File: config.mk
export PLATFORM = sky130hd
export DESIGN_NAME = rxfifo_top
export DESIGN_NICKNAME = d
export VERILOG_FILES = /design/src/rtl/rxfifo_pkg.sv /design/src/rtl/rxfifo_ctrl.sv /design/src/rtl/rxfifo_datapath.sv /design/src/rtl/rxfifo_top.sv
export SDC_FILE = /design/constraint.sdc
export NUM_CORES = 1
export LEC_CHECK = 0
export CAP_MARGIN = 20
export CELL_PAD_IN_SITES_DETAIL_PLACEMENT = 1
export CELL_PAD_IN_SITES_GLOBAL_PLACEMENT = 2
export CORE_MARGIN = 3
export CORE_UTILIZATION = 40
export DETAILED_ROUTE_END_ITERATION = 8
export DONT_BUFFER_PORTS = 1
export HOLD_SLACK_MARGIN = 0.08
export PLACE_DENSITY = 0.83
export SLEW_MARGIN = 25
export SYNTH_ARGS = -nofsm -noshare
export SYNTH_HDL_FRONTEND = slang
export SYNTH_SLANG_ARGS = --single-unit
export TNS_END_PERCENT = 100
File: constraint.sdc
create_clock -name clk -period 7.1 [get_ports clk]
set_input_delay 0.355 -clock clk [delete_from_list [all_inputs] [get_ports clk]]
set_output_delay 0.355 -clock clk [all_outputs]
set_load 0.005 [all_outputs]
File: src/rtl/rxfifo_pkg.sv
package rxfifo_pkg;
  localparam int CHAR_W     = 9;
  localparam int FIFO_DEPTH = 2;
  localparam int CNT_W      = $clog2(FIFO_DEPTH + 1);
  localparam int IDX_W      = (FIFO_DEPTH > 1) ? $clog2(FIFO_DEPTH) : 1;
  localparam int OVR_SLOT   = 1;

  typedef struct packed {
    logic [CHAR_W-1:0] data;
    logic              frameErr;
    logic              parityErr;
    logic              overrun;
  } rxEntry_t;

  typedef struct packed {
    logic             shift;
    logic             wrEn;
    logic [IDX_W-1:0] wrIdx;
    logic             wrFromWait;
    logic             loadWait;
    logic             clrWait;
    logic             markOvr;
    logic             flush;
  } rxStrobes_t;
endpackage

File: src/rtl/rxfifo_ctrl.sv
module rxfifo_ctrl
  import rxfifo_pkg::*;
(
  input  logic       clk,
  input  logic       rstN,
  input  logic       rxEnable,
  input  logic       charDone,
  input  logic       startDetect,
  input  logic       cpuRead,
  output rxStrobes_t strobes,
  output logic       notEmpty
);
  logic [CNT_W-1:0] count;
  logic [CNT_W-1:0] afterPop;
  logic [CNT_W-1:0] countNext;
  logic             waitValid;
  logic             popOk;
  logic             space;

  always_comb begin
    popOk    = cpuRead && (count != '0);
    afterPop = count - CNT_W'(popOk);
    space    = afterPop < CNT_W'(FIFO_DEPTH);
    strobes  = '0;
    if (!rxEnable) begin
      strobes.flush = 1'b1;
    end else begin
      strobes.shift = popOk;
      strobes.wrIdx = afterPop[IDX_W-1:0];
      if (waitValid && space) begin
        // freed place is filled from the shifter slot first
        strobes.wrEn       = 1'b1;
        strobes.wrFromWait = 1'b1;
        strobes.clrWait    = 1'b1;
        strobes.loadWait   = charDone;
      end else if (charDone && space) begin
        strobes.wrEn = 1'b1;
      end else if (charDone) begin
        strobes.loadWait = 1'b1;
      end else if (waitValid && startDetect) begin
        strobes.markOvr = 1'b1;
        strobes.clrWait = 1'b1;
      end
    end
    countNext = strobes.flush ? '0 : afterPop + CNT_W'(strobes.wrEn);
  end

  always_ff @(posedge clk or negedge rstN) begin
    if (!rstN) begin
      count     <= '0;
      waitValid <= 1'b0;
    end else begin
      count <= countNext;
      if (strobes.flush)         waitValid <= 1'b0;
      else if (strobes.loadWait) waitValid <= 1'b1;
      else if (strobes.clrWait)  waitValid <= 1'b0;
    end
  end

  assign notEmpty = (count != '0);

  // occupancy never exceeds the depth
  a_r1_count_bound: assert property (@(posedge clk) disable iff (!rstN)
    count <= CNT_W'(FIFO_DEPTH));

  // a character waits in the shifter only behind a full buffer
  a_r1_wait_only_full: assert property (@(posedge clk) disable iff (!rstN)
    waitValid |-> count == CNT_W'(FIFO_DEPTH));

  // overrun is only raised with the buffer full
  a_r6_ovr_needs_full: assert property (@(posedge clk) disable iff (!rstN)
    strobes.markOvr |-> (count == CNT_W'(FIFO_DEPTH) && waitValid && startDetect));

  // a read in the same cycle prevents an overrun
  a_r7_read_blocks_ovr: assert property (@(posedge clk) disable iff (!rstN)
    cpuRead |-> !strobes.markOvr);

  // push and pop together on a single entry keep one entry
  a_r8_push_pop_one: assert property (@(posedge clk) disable iff (!rstN)
    (rxEnable && count == CNT_W'(1) && cpuRead && charDone && !waitValid)
      |=> count == CNT_W'(1));

  // disable empties the buffer and the shifter slot
  a_r9_flush: assert property (@(posedge clk) disable iff (!rstN)
    !rxEnable |=> (count == '0 && !waitValid));
endmodule

File: src/rtl/rxfifo_datapath.sv
module rxfifo_datapath
  import rxfifo_pkg::*;
(
  input  logic              clk,
  input  logic              rstN,
  input  rxStrobes_t        strobes,
  input  logic [2:0]        sizeCode,
  input  logic              parityEn,
  input  logic              parityOdd,
  input  logic [CHAR_W-1:0] charData,
  input  logic              rxParity,
  input  logic              rxStop,
  output rxEntry_t          head
);
  rxEntry_t          slot     [FIFO_DEPTH];
  rxEntry_t          slotNext [FIFO_DEPTH];
  rxEntry_t          waitEntry;
  rxEntry_t          incoming;
  logic [3:0]        nBits;
  logic [CHAR_W:0]   wideMask;
  logic [CHAR_W-1:0] trimmed;

  // character length decode and trimming
  always_comb begin
    case (sizeCode)
      3'd0:    nBits = 4'd5;
      3'd1:    nBits = 4'd6;
      3'd2:    nBits = 4'd7;
      3'd7:    nBits = 4'd9;
      default: nBits = 4'd8;
    endcase
    wideMask = ((CHAR_W+1)'(1) << nBits) - (CHAR_W+1)'(1);
    trimmed  = charData & wideMask[CHAR_W-1:0];
    incoming.data      = trimmed;
    incoming.frameErr  = !rxStop;
    incoming.parityErr = parityEn & (^trimmed ^ rxParity ^ parityOdd);
    incoming.overrun   = 1'b0;
  end

  // slot 0 is always the head; a pop shifts every entry down by one
  for (genvar i = 0; i < FIFO_DEPTH; i++) begin : g_slot
    always_comb begin
      if (!strobes.shift)            slotNext[i] = slot[i];
      else if (i + 1 < FIFO_DEPTH)   slotNext[i] = slot[(i + 1) % FIFO_DEPTH];
      else                           slotNext[i] = '0;
      if (strobes.wrEn && strobes.wrIdx == IDX_W'(i))
        slotNext[i] = strobes.wrFromWait ? waitEntry : incoming;
      if (strobes.markOvr && i == OVR_SLOT)
        slotNext[i].overrun = 1'b1;
    end

    always_ff @(posedge clk or negedge rstN) begin
      if (!rstN)              slot[i] <= '0;
      else if (strobes.flush) slot[i] <= '0;
      else                    slot[i] <= slotNext[i];
    end
  end

  always_ff @(posedge clk or negedge rstN) begin
    if (!rstN)                 waitEntry <= '0;
    else if (strobes.flush)    waitEntry <= '0;
    else if (strobes.loadWait) waitEntry <= incoming;
    else if (strobes.clrWait)  waitEntry <= '0;
  end

  assign head = slot[0];

  // the head only changes on a pop, a write into it or a flush
  a_r2_head_hold: assert property (@(posedge clk) disable iff (!rstN)
    (!strobes.shift && !strobes.flush && !(strobes.wrEn && strobes.wrIdx == '0))
      |=> $stable(head));

  // an overrun tags the entry visible after the next read
  a_r6_ovr_tag: assert property (@(posedge clk) disable iff (!rstN)
    strobes.markOvr |=> slot[OVR_SLOT].overrun);

  // a flush leaves an all-zero head
  a_r9_flush_head: assert property (@(posedge clk) disable iff (!rstN)
    strobes.flush |=> head == '0);
endmodule

File: src/rtl/rxfifo_top.sv
module rxfifo_top
  import rxfifo_pkg::*;
(
  input  logic       clk,
  input  logic       rstN,
  input  logic       rxEnable,
  input  logic [2:0] sizeCode,
  input  logic       parityEn,
  input  logic       parityOdd,
  input  logic       charDone,
  input  logic [8:0] charData,
  input  logic       rxParity,
  input  logic       rxStop,
  input  logic       startDetect,
  input  logic       cpuRead,
  output logic [7:0] rdData,
  output logic       rdBit8,
  output logic       frameErr,
  output logic       parityErr,
  output logic       overrun,
  output logic       rxComplete
);
  rxStrobes_t strobes;
  rxEntry_t   head;

  rxfifo_ctrl ctrl_i (
    .clk        (clk),
    .rstN       (rstN),
    .rxEnable   (rxEnable),
    .charDone   (charDone),
    .startDetect(startDetect),
    .cpuRead    (cpuRead),
    .strobes    (strobes),
    .notEmpty   (rxComplete)
  );

  rxfifo_datapath dp_i (
    .clk      (clk),
    .rstN     (rstN),
    .strobes  (strobes),
    .sizeCode (sizeCode),
    .parityEn (parityEn),
    .parityOdd(parityOdd),
    .charData (charData),
    .rxParity (rxParity),
    .rxStop   (rxStop),
    .head     (head)
  );

  assign rdData    = head.data[7:0];
  assign rdBit8    = head.data[8];
  assign frameErr  = head.frameErr;
  assign parityErr = head.parityErr;
  assign overrun   = head.overrun;

  // an empty buffer presents all-zero data and flags
  a_r10_empty_zero: assert property (@(posedge clk) disable iff (!rstN)
    !rxComplete |-> (rdData == '0 && !rdBit8 && !frameErr && !parityErr && !overrun));
endmodule

==> metrics <==
Seq cells post-synth=38; post-route minimum period=3.36 ns; VDD IR max=0.126 mV; # nets final=230; relative slew slack=47.2%; Global Route Usage Sum=17.3%; arrival time at the worst endpoint=3.55 ns; Reg power frac=38.2%; vias=1535; clk_skew=0.00619 ns; Die X=78.5 um; CTS tree=built; R2R Setup Slk=3.74 ns; clk buf depth=2; Initial Util=42.8%; Synth area leaders=dfrtp_1 (45%), o21ai_0 (5.5%), mux2i_1 (4.8%), nand2_1 (3.8%), xnor2_1 (3.3%); root buffer cell=clkbuf_8; area leader, netlist=dfrtp_1; combinational power share=30.5%; fraction of synthesized area in multiplexers=6.37%; Via density=5.62; Reg2Reg Depth=10; n_diodes=0; post-synth top area share=45.3%; async set-or-reset flop fraction in the synthesized netlist=100%; DRC Markers=0; Avg Inst Size Synth=9.82 um2; vias in the first global route=1647; worst skew pair latency=0.29 ns; Psw=244 uW; post-synthesis sequential area ratio=45.3%; Sw Share=33.3%; Max Freq=297 MHz; die area=0.00616 mm2; multi-input logic area=983 um2; XOR/XNOR Fraction of Synth Area=5.24%; Setup crit start kind=flip-flop; gpl congestion=0.788; Worst EP required=7.29 ns; die height=78.5 um; synth warn=0; largest family of logic cells by synthesized area=compound AO/OA/AOI/OAI gates; origin of the worst setup path=ctrl_i.count[1]$_DFF_PN0_; Critical Path End Type=flip-flop; PortBufs=0; Final Util=45.2%; Least-Margin Pin Slew=0.789 ns; synth unique cells=45; Inserted Clock Buffers=5; IO Pins=35; Synth Instances=214; pre-CTS setup slack=3.76 ns; Reg clk slew, reported paths=0.08 ns; number of antenna violations at the first check in global routing=0; Final setup viols=0; status=finished, final reports clean; Crit Path Class=flip-flop to flip-flop; GRT overflow=0; Synth Area in Adders=1.79%; # rows=25; initial DRC count=65; largest net degree at the start of global routing=39; htree depth=2; growth of design area from synthesis to finish=5.72%; worst hold path type=input port to flip-flop; Mapped Area=0.00210 mm2; Critical Path Sink=dp_i.slot[7]$_DFFE_PN0P_; post-DP HPWL=3560 um; Avg WL per Cell=18.1 um; register area=951 um2; fin worst setup slack=3.74 ns; maxcap violations=0; layout cells sized above 1=12.1%; first-pass GRT wire length=8300 um; Layout fillers=571; Slew Viols, Final=0; Clock power frac=31.3%; Worst R2R End=dp_i.slot[7]$_DFFE_PN0P_; post-route ant nets=0; dominant synthesized flop cell=dfrtp_1; RSZ-0062 raised after global routing=false; Synth Area in Simple Gates=15.3%; EDFF count, synth=0; crit path max fanout=20; CORE AREA=0.00491 mm2; first drt pass iteration count=4; PwrDens=330 mW/mm2; Period Utilization, post-route=47.4%; complex-gate fraction of the synthesized area=17.7%; Clock Sinks=38; Setup TNS Final=0 ns; final hold vios=0; post_cts resized=0; R2R Path Start=ctrl_i.count[1]$_DFF_PN0_; Routed WL=4940 um; Leakage=1.08 nW; internal cell power=490 uW
## cells in the mapped netlist (2+ instances only)
cell / n
buf_2: 4
xnor2_1: 8
a32o_1: 2
buf_4: 8
mux2_2: 3
nor2_1: 14
a221oi_1: 2
dfrtp_1: 38
inv_1: 5
ha_1: 3
nand2_1: 21
clkbuf_1: 3
xor2_1: 2
and2_1: 3
o21ai_0: 23
nand3_1: 9
and3_1: 9
buf_6: 5
mux2i_1: 10
a21oi_1: 9
a211oi_1: 2
a31o_2: 3
a32o_2: 2
a22o_1: 2
o21ai_1: 2
nor3_1: 2
a311oi_1: 2
## area by class of cell
class	count	area share (%)
clock buffers	6	3.72
multi-input cells	151	44.3
well taps	67	3.77
repair buffers	3	1.69
flip-flops and latches	38	42.8
inverters	6	1.01
clock inverters	2	2.70
## power by group through the flow
stage	Combinational [mW]	Clock, mW	Sequential, mW
global placement	0.208	0	0.284
detailed placement	0.215	0	0.286
global route	0.252	0.245	0.286
finish	0.223	0.230	0.281
CTS	0.225	0.237	0.282
floorplan	0.203	0	0.273
## registers in the layout, indices dropped and copies added (netlist names)
name,cells
dp_i.waitEntry,11
ctrl_i.waitValid,1
dp_i.head,12
dp_i.slot,12
ctrl_i.count,2
## metrics by stage
stage          hold WS, ns  instance area, um2  std cells  total power, mW
6_report             0.183                2220        273            0.734
5_1_grt              0.182                2220        273            0.783
2_1_floorplan       0.0594                2100        215            0.477
3_5_place_dp        0.0605                2050        263            0.501
3_3_place_gp        0.0606                2050        263            0.491
4_1_cts              0.173                2220        273            0.743
## worst min path at each step
stage	depth (start not counted)	slack, ns	to	startpoint
floorplan	0	0.06	ctrl_i.count[0]$_DFF_PN0_	rstN
global placement	0	0.06	dp_i.head[0]$_DFFE_PN0P_	rstN
detailed placement	0	0.06	dp_i.head[0]$_DFFE_PN0P_	rstN
CTS	1	0.17	dp_i.waitEntry[2]$_DFFE_PN0P_	rxStop
global route	1	0.18	dp_i.waitEntry[2]$_DFFE_PN0P_	rxStop
finish	1	0.18	dp_i.waitEntry[2]$_DFFE_PN0P_	rxStop
## per-layer routing
layer | global-route usage (%) | vias up | part of all wire, %
li1 | - | 731 | -
met1 | 22.6 | 761 | 47
met2 | 28.0 | 37 | 47
met3 | 4.82 | 6 | 4.8
met4 | 5.07 | 0 | 1.1
met5 | 0 | - | 0
## kinds of logic after synthesis
kind of cell    count (synthesis)
xor+xnor                       11
flops                          38
fa+ha+maj                       3
simple gates                   66
buf+inv                        26
other cells                     1
compound gates                 56
mux                            13
## worst max-delay path, stage by stage (launching register included)
cell,delay (ns)
dfrtp_1,0.41
or2_2,0.31
nand2_1,0.49
inv_1,0.21
ha_1,0.28
xor2_1,0.22
nor3_1,0.22
buf_4,0.21
nand2_1,0.37
and3_1,0.32
a31o_2,0.21
## layout by cell type, fill, tap and decap left out, drive strengths merged, types with 2 or more instances in the layout
master	n
a211oi	2
a21oi	9
a221oi	3
a22o	2
a311oi	2
a31o	3
a32o	4
and2	4
and3	9
buf	2
bufinv	2
clkbuf	6
conb	2
dfrtp	38
ha	3
inv	6
mux2	3
mux2i	10
nand2	22
nand3	10
nor2	14
nor3	2
o21ai	25
xnor2	8
xor2	2
## timing repair
item,4_1_cts,5_1_grt
hold buffers,2,0
endpoints found under the setup margin,0,0
buffers inserted,0,0
hold endpoints to repair,38,0
Power figures use the tool's default switching activity.
